### config.mk
export PLATFORM = sky130hd
export DESIGN_NAME = spi3w_xfer_ctrl
export DESIGN_NICKNAME = d
export VERILOG_FILES = /design/src/rtl/spi3w_pkg.sv /design/src/rtl/spi3w_txbuf.sv /design/src/rtl/spi3w_shifter.sv /design/src/rtl/spi3w_rxbuf.sv /design/src/rtl/spi3w_xfer_ctrl.sv
export SDC_FILE = /design/constraint.sdc
export NUM_CORES = 1
export LEC_CHECK = 0
export ABC_AREA = 1
export BUFFER_PORTS_ARGS = -buffer_cell sky130_fd_sc_hd__buf_2
export CAP_MARGIN = 5
export CELL_PAD_IN_SITES_DETAIL_PLACEMENT = 1
export CELL_PAD_IN_SITES_GLOBAL_PLACEMENT = 1
export CORE_MARGIN = 2
export CORE_UTILIZATION = 40
export DETAILED_ROUTE_END_ITERATION = 10
export PLACE_DENSITY = 0.76
export SYNTH_ARGS = -nofsm -noshare
export SYNTH_HDL_FRONTEND = slang
export SYNTH_SLANG_ARGS = --single-unit
### constraint.sdc
create_clock -name clk -period 2.4 [get_ports clk]
set_input_delay 0.12 -clock clk [delete_from_list [all_inputs] [get_ports clk]]
set_output_delay 0.12 -clock clk [all_outputs]
set_load 0.005 [all_outputs]
### src/rtl/spi3w_pkg.sv
// Package: shared types and helpers for the three-wire SPI master controller.
// Assumes nothing beyond standard SystemVerilog.
package spi3w_pkg;

    // Clock mode pair carried as one unit through the serial engine.
    typedef struct packed {
        logic cpol;
        logic cpha;
    } spi3w_mode_t;

    // True when this edge of the clock is a sampling edge for the given phase.
    function automatic logic spi3w_is_sample_edge(input spi3w_mode_t mode, input logic leading);
        return leading ^ mode.cpha;
    endfunction

endpackage

### src/rtl/spi3w_txbuf.sv
// Module: transmit queue with batch arming.
// Collects host words until the configured batch size is reached, then hands
// them to the shifter one at a time. Assumes DEPTH is a power of two and that
// the batch size does not change while words are queued.
module spi3w_txbuf #(
    parameter int DATA_W = 16,
    parameter int DEPTH  = 4,
    localparam int PTR_W = $clog2(DEPTH),
    localparam int CNT_W = $clog2(DEPTH + 1)
) (
    input  logic              clk,
    input  logic              rst_n,
    input  logic [PTR_W-1:0]  frames_m1,
    input  logic              wr_en,
    input  logic [DATA_W-1:0] wr_data,
    output logic              tx_empty,
    input  logic              pop_ready,
    output logic              pop,
    output logic [DATA_W-1:0] pop_data
);

    logic [DATA_W-1:0] mem [DEPTH];
    logic [PTR_W-1:0]  wptr;
    logic [PTR_W-1:0]  rptr;
    logic [CNT_W-1:0]  count;
    logic              armed;
    logic [CNT_W-1:0]  frames_n;
    logic              push;

    // Decode batch size and the accept/hand-over strobes.
    always_comb begin
        frames_n = CNT_W'(frames_m1) + CNT_W'(1);
        push     = wr_en && !armed;
        pop      = armed && pop_ready;
        tx_empty = !armed;
        pop_data = mem[rptr];
    end

    // Queue storage, written only on accepted words.
    always_ff @(posedge clk) begin
        if (push) mem[wptr] <= wr_data;
    end

    // Pointer, fill count and batch-armed state.
    always_ff @(posedge clk) begin
        if (!rst_n) begin
            wptr  <= '0;
            rptr  <= '0;
            count <= '0;
            armed <= 1'b0;
        end else begin
            if (push) wptr <= wptr + 1'b1;
            if (pop)  rptr <= rptr + 1'b1;
            if (push)     count <= count + 1'b1;
            else if (pop) count <= count - 1'b1;
            if (pop && count == CNT_W'(1))
                armed <= 1'b0;
            else if (push && (count + 1'b1) == frames_n)
                armed <= 1'b1;
        end
    end

    // a write while the batch is armed leaves the queue fill untouched.
    a_r1_ignored_write: assert property (@(posedge clk) disable iff (!rst_n)
        (wr_en && armed && !pop_ready) |=> (count == $past(count)));

    // an armed batch always has words to hand over.
    a_r2_armed_has_data: assert property (@(posedge clk) disable iff (!rst_n)
        armed |-> (count != '0));

endmodule

### src/rtl/spi3w_shifter.sv
// Module: serial engine with clock divider.
// Loads a right-aligned word, left-aligns it for MSB-first output, generates
// 2*len clock edges at div+1 cycles per half period and assembles the sampled
// bits right-aligned. Assumes len in 8..DATA_W and static mode/div/len while busy.
module spi3w_shifter
    import spi3w_pkg::*;
#(
    parameter int DATA_W = 16,
    parameter int DIV_W  = 8,
    localparam int LEN_W  = $clog2(DATA_W + 1),
    localparam int EDGE_W = LEN_W + 1
) (
    input  logic              clk,
    input  logic              rst_n,
    input  spi3w_mode_t       mode,
    input  logic [LEN_W-1:0]  len,
    input  logic [DIV_W-1:0]  div,
    input  logic              load,
    input  logic [DATA_W-1:0] load_data,
    output logic              ready,
    output logic              done,
    output logic [DATA_W-1:0] done_data,
    output logic              sclk,
    output logic              mosi,
    input  logic              miso
);

    logic              busy;
    logic              sclk_q;
    logic [DIV_W-1:0]  div_cnt;
    logic [EDGE_W-1:0] edge_cnt;
    logic [DATA_W-1:0] tx_sh;
    logic [DATA_W-1:0] rx_sh;
    logic [DATA_W-1:0] rx_next;
    logic [EDGE_W-1:0] last_idx;
    logic [LEN_W-1:0]  align_sh;
    logic              tick;
    logic              leading;
    logic              sample_now;
    logic              shift_now;

    // Edge timing and per-edge role decode.
    always_comb begin
        last_idx   = {len, 1'b0} - EDGE_W'(1);
        align_sh   = LEN_W'(DATA_W) - len;
        tick       = busy && (div_cnt == div);
        leading    = !edge_cnt[0];
        sample_now = tick && spi3w_is_sample_edge(mode, leading);
        shift_now  = tick && !spi3w_is_sample_edge(mode, leading)
                     && !(mode.cpha && edge_cnt == '0);
        rx_next    = sample_now ? {rx_sh[DATA_W-2:0], miso} : rx_sh;
        done       = tick && (edge_cnt == last_idx);
        done_data  = rx_next;
        ready      = !busy;
        sclk       = busy ? sclk_q : mode.cpol;
        mosi       = tx_sh[DATA_W-1];
    end

    // Frame state: load, divide, toggle, shift and sample.
    always_ff @(posedge clk) begin
        if (!rst_n) begin
            busy     <= 1'b0;
            sclk_q   <= 1'b0;
            div_cnt  <= '0;
            edge_cnt <= '0;
            tx_sh    <= '0;
            rx_sh    <= '0;
        end else if (load) begin
            busy     <= 1'b1;
            sclk_q   <= mode.cpol;
            div_cnt  <= '0;
            edge_cnt <= '0;
            tx_sh    <= load_data << align_sh;
            rx_sh    <= '0;
        end else if (busy) begin
            if (tick) begin
                div_cnt  <= '0;
                sclk_q   <= !sclk_q;
                edge_cnt <= edge_cnt + 1'b1;
                rx_sh    <= rx_next;
                if (shift_now) tx_sh <= {tx_sh[DATA_W-2:0], 1'b0};
                if (edge_cnt == last_idx) busy <= 1'b0;
            end else begin
                div_cnt <= div_cnt + 1'b1;
            end
        end
    end

    // the serial clock holds its level between divider ticks.
    a_r6_hold_between_ticks: assert property (@(posedge clk) disable iff (!rst_n)
        (busy && !tick) |=> $stable(sclk));

    // the divider count never passes the programmed value.
    a_r6_div_bound: assert property (@(posedge clk) disable iff (!rst_n)
        busy |-> (div_cnt <= div));

    // a frame never runs past its final edge.
    a_r5_edge_bound: assert property (@(posedge clk) disable iff (!rst_n)
        busy |-> (edge_cnt <= last_idx));

    // after the last edge the clock is back at its idle level.
    a_r5_end_idle: assert property (@(posedge clk) disable iff (!rst_n)
        done |=> (!busy && sclk == mode.cpol));

endmodule

### src/rtl/spi3w_rxbuf.sv
// Module: single-entry receive register.
// Stores a finished frame only when empty; a host read releases it.
// Assumes done is a one-cycle pulse.
module spi3w_rxbuf #(
    parameter int DATA_W = 16
) (
    input  logic              clk,
    input  logic              rst_n,
    input  logic              done,
    input  logic [DATA_W-1:0] done_data,
    input  logic              rd_en,
    output logic [DATA_W-1:0] rd_data,
    output logic              rx_full
);

    logic capture;

    // Capture only into an empty register.
    always_comb capture = done && !rx_full;

    // Hold the received word and the full flag.
    always_ff @(posedge clk) begin
        if (!rst_n) begin
            rd_data <= '0;
            rx_full <= 1'b0;
        end else begin
            if (capture) rd_data <= done_data;
            if (capture)    rx_full <= 1'b1;
            else if (rd_en) rx_full <= 1'b0;
        end
    end

    // a read of a full register empties it.
    a_r8_read_clears: assert property (@(posedge clk) disable iff (!rst_n)
        (rd_en && rx_full) |=> !rx_full);

    // a frame finishing while full does not alter the stored word.
    a_r7_drop_keeps: assert property (@(posedge clk) disable iff (!rst_n)
        (done && rx_full) |=> $stable(rd_data));

    // a frame finishing while empty fills the register.
    a_r7_capture_sets: assert property (@(posedge clk) disable iff (!rst_n)
        (done && !rx_full) |=> rx_full);

endmodule

### src/rtl/spi3w_xfer_ctrl.sv
// Module: top of the three-wire SPI master transfer buffer controller.
// Joins the transmit queue, serial engine and receive register. Assumes the
// configuration inputs are static while any word is queued or in flight.
module spi3w_xfer_ctrl
    import spi3w_pkg::*;
#(
    parameter int DATA_W = 16,
    parameter int DEPTH  = 4,
    parameter int DIV_W  = 8,
    localparam int LEN_W = $clog2(DATA_W + 1),
    localparam int PTR_W = $clog2(DEPTH)
) (
    input  logic              clk,
    input  logic              rst_n,
    input  logic              cfg_cpol,
    input  logic              cfg_cpha,
    input  logic [LEN_W-1:0]  cfg_len,
    input  logic [PTR_W-1:0]  cfg_frames,
    input  logic [DIV_W-1:0]  cfg_div,
    input  logic              wr_en,
    input  logic [DATA_W-1:0] wr_data,
    output logic              tx_empty,
    input  logic              rd_en,
    output logic [DATA_W-1:0] rd_data,
    output logic              rx_full,
    output logic              sclk,
    output logic              mosi,
    input  logic              miso
);

    spi3w_mode_t       mode;
    logic              sh_ready;
    logic              pop;
    logic [DATA_W-1:0] pop_data;
    logic              done;
    logic [DATA_W-1:0] done_data;

    // Bundle the clock mode inputs.
    always_comb mode = '{cpol: cfg_cpol, cpha: cfg_cpha};

    spi3w_txbuf #(.DATA_W(DATA_W), .DEPTH(DEPTH)) u_txbuf (
        .clk       (clk),
        .rst_n     (rst_n),
        .frames_m1 (cfg_frames),
        .wr_en     (wr_en),
        .wr_data   (wr_data),
        .tx_empty  (tx_empty),
        .pop_ready (sh_ready),
        .pop       (pop),
        .pop_data  (pop_data)
    );

    spi3w_shifter #(.DATA_W(DATA_W), .DIV_W(DIV_W)) u_shifter (
        .clk       (clk),
        .rst_n     (rst_n),
        .mode      (mode),
        .len       (cfg_len),
        .div       (cfg_div),
        .load      (pop),
        .load_data (pop_data),
        .ready     (sh_ready),
        .done      (done),
        .done_data (done_data),
        .sclk      (sclk),
        .mosi      (mosi),
        .miso      (miso)
    );

    spi3w_rxbuf #(.DATA_W(DATA_W)) u_rxbuf (
        .clk       (clk),
        .rst_n     (rst_n),
        .done      (done),
        .done_data (done_data),
        .rd_en     (rd_en),
        .rd_data   (rd_data),
        .rx_full   (rx_full)
    );

    // the queue reopens only as its last word enters the shifter.
    a_r9_reopen_on_handover: assert property (@(posedge clk) disable iff (!rst_n)
        $rose(tx_empty) |-> $past(pop));

endmodule

-- Yosys cells after proc, flatten, opt, wreduce, memory -nomap -nowiden
Memories as Yosys holds them, arrays and structs flattened. A register that Yosys moved wholly into a read port is not among the register bits.
Cells that the tools add are included.
Widths: inputs -> output; s select.
- ROM bits: 0
- logic and storage cells: 80
- bits in registers: 73
- input bits: 38
- memories kept: 1
- RAM bits: 64
- output and inout port bits: 20
- latch bits: 0
- equality and inequality tests: 4
- shift operators: 1
- add/subtract/negate cells: 9
- mux-type cells: 22
- multiply operators: 0
- order comparisons: 0
- div/mod/pow operators: 0
- reductions and logical operators: 29
- bitwise gates (word level): 2
- memories (memory ; words ; width ; read ports ; clocked after memory_dff ; wr ports ; line ; RTL):
    u_txbuf.mem ; 4 ; 16 ; 1 ; 1 ; 1 ; spi3w_txbuf.sv:22 ; logic [DATA_W-1:0] mem [DEPTH];
- operators with widths (operator ; count):
    $mux 16 ; 5
    $shl 16x5->16 ; 1
    $mux 1 ; 12
    $logic_and 1x1->1 ; 11
    $reduce_bool 2->1 ; 5
    $add 8x1->8 const B ; 1
    $eq 8x8->1 ; 1
    $mux 8 ; 1
    $logic_not 1->1 ; 7
    $add 6x1->6 const B ; 1
    $eq 6x6->1 ; 1
    $logic_not 6->1 ; 1
    $mux 3 ; 2
    $sub 6x1->6 const B ; 1
    $sub 5x5->5 const A ; 1
    $add 2x1->2 const B ; 2
    $mux 2 ; 2
    $reduce_and 2->1 ; 2
    $reduce_or 2->1 ; 2
    $add 2x1->3 const B ; 1
    $add 3x1->3 const B ; 1
    $eq 3x1->1 const B ; 1
    $eq 3x3->1 ; 1
    $reduce_and 3->1 ; 1
    3 further kinds ; 3

-- Longest topological paths before layout
- depth after elaboration: 9
- depth in mapped cells: 18
- depth with buffers taken out: 14

-- Modules after synthesis
From an unflattened synthesis, not the netlist that was laid out.
- cells, all modules: 897
- area, all modules: 7096.8 um^2
- by module, submodules not included (module ; sequential area each (um^2) ; area each (um^2) ; cells an instance ; times used):
    spi3w_shifter ; 960.9 ; 3419.5 ; 551 ; 1
    spi3w_txbuf ; 2122.0 ; 2941.6 ; 236 ; 1
    spi3w_rxbuf ; 340.3 ; 735.7 ; 110 ; 1

-- Worst setup path before layout
OpenSTA, ideal clock, no wires.
- path kind: input to register
- start point: input cfg_len[0]
- end point: register u_rxbuf.rd_data[12]
- data required time: 2287 ps
- data arrival time: 2110 ps
- slack: 178 ps
- library setup time: 113 ps
- stages on the path: 15
- buffers on the path: 5
- cell sequence: buf_6 inv_4 buf_6 clkbuf_1 ha_1 buf_2 a21oi_1 nand4_1 nor2_1 nand3_2 nor3_4 buf_6 nand2_1 nand2_1 nor2_1
- cells in the longest elaborated chain, start to end: 4
- RTL lines (item ; line ; RTL):
    start, declared ; spi3w_xfer_ctrl.sv:17 ; input logic [LEN_W-1:0] cfg_len,
    $sub 6x1->6 ; spi3w_shifter.sv:44 ; last_idx = {len, 1'b0} - EDGE_W'(1);
    $eq 6x6->1 ; spi3w_shifter.sv:52 ; done = tick && (edge_cnt == last_idx);
    $logic_and 1x1->1 ; spi3w_shifter.sv:52 ;
    $logic_and 1x1->1 ; spi3w_rxbuf.sv:19 ; always_comb capture = done && !rx_full;
    end signal, assigned ; spi3w_rxbuf.sv:27 ; if (capture) rd_data <= done_data;
    end, declared ; spi3w_rxbuf.sv:12 ; output logic [DATA_W-1:0] rd_data,
Every way passes these cells.
A chain may end at the register's enable or synchronous reset.

-- Final worst setup path
- start point: register u_shifter.edge_cnt[0]
- end point: register u_rxbuf.rd_data[0]
- cells in the longest elaborated chain, start to end: 4
- RTL lines (item ; line ; RTL):
    start, declared ; spi3w_shifter.sv:31 ; logic [EDGE_W-1:0] edge_cnt;
    start signal, assigned ; spi3w_shifter.sv:79 ; edge_cnt <= edge_cnt + 1'b1;
    $logic_not 1->1 ; spi3w_shifter.sv:47 ; leading = !edge_cnt[0];
    net u_shifter.leading ; spi3w_shifter.sv:38 ; logic leading;
    $xor 1x1->1 ; spi3w_pkg.sv:13 ; return leading ^ mode.cpha;
    $logic_and 1x1->1 ; spi3w_shifter.sv:48 ; sample_now = tick && spi3w_is_sample_edge(mode, leading);
    $mux 16 ; spi3w_shifter.sv:51 ; rx_next = sample_now ? {rx_sh[DATA_W-2:0], miso} : rx_sh;
The timed path passes the listed nets, and every way through them passes these cells.

==> results by group <==
Die
  – Core Region: about 16000 um^2
  – Top Ports: 58
  – Die area: 17500 um^2
  – Die Height: roughly 130 um
  – Initial core utilization: 41.2%
  – Cell row count: 46
  – Die width: 132 um

Min path
  – Worst Hold Class: in -> reg

Final layout
  – Layout Cells excl Fill: 1119
  – # fillers: 1993
  – Final #Nets: 940
  – Area Growth Syn to Fin: 19.7%
  – Antenna fix cells: 0
  – Layout cells sized above 1: between 10% and 20%
  – Final core occ: 49.3%

Yosys
  – Post-synth cell types: 34
  – Yosys warning count: 0
  – Register area share after synthesis: 52.0%
  – Syn Inst Count: between 800 and 900
  – Post-Syn Nets: 866
  – Syn_area_per_cell: 8.07 um^2
  – Post-synthesis sequential element count: around 140
  – Post-Syn Area: 6590 um^2

STA
  – Final setup violation count: 0
  – Slew headroom: 50.7%
  – Fin crit share: 81.7%
  – F_max: 510 MHz
  – Fin Setup TNS: 0 ns
  – Worst Clk Skew: 0.0142 ns
  – Post-layout minimum cycle time: ~2 ns
  – Hold slack: 0.0234 ns
  – Final hold viol count: 0
  – RSZ-0062 raised after global routing: no
  – Measured slew at the worst slew-check pin: 0.739 ns
  – Slew Limit Fails: 0

Setup path
  – Worst path max stage delay: between 0.3 and 0.4 ns
  – CP max stage cell: dfxtp_1
  – Setup slack, reg-to-reg: 0.44 ns
  – WP data required: 2.71 ns
  – Worst-path cell chain: inv_1, a21oi_1, nand4_1, nor2_1, nand3_2, nor3_4, buf_4, nand2_1, nand2_1, nor2_1
  – Top Family by Delay on Critical Path: simple AND/OR/NAND/NOR gates
  – Largest fanout on the critical path: 33
  – Critical path arrival: ~2.3 ns
  – Crit path capture type: flip-flop
  – WS Path Type: reg -> reg
  – Startpoint type of the worst setup path: flip-flop
  – Worst path bufs/invs: 2

Placement
  – Routability congestion estimate: roughly 0.9
  – Final HPWL DP: 12.1 mm
  – Placed Cells: 1070
  – Port bufs: 57

GRT
  – Total global-route track usage: 20.9%
  – First-pass GRT wire length: 29.5 mm
  – Global route overflow: 0
  – Largest net degree at the start of global routing: 39
  – Antenna violations before repair: 0
  – Vias in the first global route: between 6000 and 7000

Clock network
  – Clock Tree Root: clkbuf_16
  – TritonCTS buffer count: 17
  – Post-CTS Setup Bufs: 0
  – CTS clk-pin slew, worst paths: 0.06 ns
  – H-tree depth: 4
  – CTS tree: yes
  – TritonCTS sink count: 139
  – Bufs on Longest Clock Path: 2
  – Worst skew pair latency: ~0.43 ns

Drt
  – DRC violations left: 0
  – Vias per cell: 5.11
  – DRT iter0 DRCs: 307
  – Final ANT Viol Nets: 0
  – Detailed Routing Iterations Pass 1: 5
  – Detailed Route WL: 17.6 mm
  – DR WL/cell: 15.7 um
  – Detailed-route via count: between 5000 and 6000

Power and ir drop
  – Clock power frac: 43.8%
  – P_leak: 3.40 nW
  – Sw power: 1.63 mW
  – Seq pwr share: 42.5%
  – Peak supply drop: 0.494 mV
  – Combinational Power Share: 13.7%
  – Switching Fraction: 25.9%
  – Pwr/cell area: 798 nW/um^2
  – P_int: 4.66 mW

Status
  – Status: finished clean

Job
  – # Max-Cap Violations: 0
## worst register-to-register path: stages, from the launching register on
cell and delay [ns]:
dfxtp_1 0.39, inv_1 0.12, a21oi_1 0.17, nand4_1 0.13, nor2_1 0.17, nand3_2 0.12
nor3_4 0.16, buf_4 0.33, nand2_1 0.14, nand2_1 0.08, nor2_1 0.05
## routing by layer
metal	GRT usage, %	up-vias	part of all wire, %
met5	0	-	0
met4	7.83	0	1.4
met3	3.27	21	3.0
met2	35.5	94	49
met1	26.8	2761	47
li1	-	2837	-
## layout by cell type (no fill, tap or decap), types with 8 or more instances in the layout
cell,instances
edfxtp_1,64
nand3_1,124
inv_1,71
a21oi_1,30
nand2_1,210
clkbuf_16,17
nand4_1,8
xor2_1,12
buf_4,20
dlygate4sd3_1,17
dfxtp_1,75
ha_1,12
o21ai_1,20
buf_2,57
o21ai_0,45
nor2_1,75
## cells in the mapped netlist
master | number | area share (%)
nand2_1 | 210 | 12
nand3_1 | 124 | 9.4
dfxtp_1 | 75 | 23
nor2_1 | 75 | 4.3
inv_1 | 71 | 4.0
edfxtp_1 | 64 | 29
o21ai_0 | 45 | 3.4
a21oi_1 | 30 | 2.3
o21ai_1 | 20 | 1.5
clkbuf_1 | 19 | 1.1
ha_1 | 12 | 2.3
xor2_1 | 12 | 1.6
buf_2 | 10 | 0.76
nand4_1 | 8 | 0.76
buf_6 | 5 | 0.85
buf_1 | 4 | 0.23
inv_2 | 4 | 0.23
nand3_2 | 4 | 0.61
nand2_2 | 3 | 0.28
nor3_1 | 3 | 0.23
nor2_2 | 2 | 0.19
nor3b_1 | 2 | 0.23
o211ai_1 | 2 | 0.23
xnor2_1 | 2 | 0.27
a211oi_1 | 1 | 0.11
a311oi_1 | 1 | 0.13
and3_1 | 1 | 0.095
clkbuf_2 | 1 | 0.076
inv_4 | 1 | 0.095
nor2_4 | 1 | 0.17
nor3_2 | 1 | 0.15
nor3_4 | 1 | 0.25
o21a_1 | 1 | 0.11
or2_2 | 1 | 0.095
## metrics by stage
stage          power (mW)  setup WS, ns  area, um^2
2_1_floorplan        3.29         0.178        6590
3_3_place_gp         3.51         0.452        7100
3_5_place_dp         3.56         0.392        7100
4_1_cts              6.35         0.433        7880
5_1_grt              6.58         0.276        7880
6_report             6.29         0.438        7880
## power by group through the flow
stage | Combinational [mW] | Clock (mW) | Sequential [mW]
2_1_floorplan | 0.582 | 0 | 2.70
3_3_place_gp | 0.797 | 0 | 2.71
3_5_place_dp | 0.838 | 0 | 2.72
4_1_cts | 0.868 | 2.81 | 2.67
5_1_grt | 0.986 | 2.92 | 2.68
6_report | 0.864 | 2.75 | 2.67
## timing repair
| action | in CTS | in global routing |
|---|---|---|
| hold buffers | 17 | 0 |
| resized for setup | 0 | 0 |
| endpoints found under the hold margin | 65 | 0 |
## state kept, by name, summed over array words and instances (netlist names), named ones only
name / count
u_rxbuf.rx_full: 1
u_txbuf.wptr: 2
u_rxbuf.rd_data: 16
u_shifter.sclk_q: 1
u_txbuf.count: 3
u_shifter.tx_sh: 16
u_shifter.busy: 1
u_txbuf.mem: 64
u_shifter.div_cnt: 8
u_txbuf.armed: 1
u_shifter.edge_cnt: 6
u_shifter.rx_sh: 16
u_txbuf.rptr: 2
## final timing paths
check	from	endpoint	cells after the start
worst max-delay path	u_shifter.edge_cnt[0]	u_rxbuf.rd_data[0]	10
worst min-delay path	rd_en	u_rxbuf.rx_full	3
worst max register to register	u_shifter.edge_cnt[0]	u_rxbuf.rd_data[0]	10
worst min register to register	u_rxbuf.rd_data[13]	u_rxbuf.rd_data[13]	2
## kinds of logic after synthesis
group                    share of synthesized area, %
flip-flops                                       52.0
AND/OR/NAND/NOR                                  28.7
AO/OA/AOI/OAI                                    7.81
adder cells (fa/ha/maj)                          2.28
buffers and inverters                            7.37
XOR/XNOR                                         1.86
## cell type report
cell class	instances	area (um^2)	area share, %
Tap cell	216	270	3.43
Timing Repair Buffer	94	606	7.68
Clock inverter	12	171	2.17
Clock buffer	20	447	5.67
Sequential cell	139	3420	43.4
Inverter	76	288	3.65
Multi-Input combinational cell	562	2680	34.0
No activity file was read; power rests on OpenSTA's default activity.
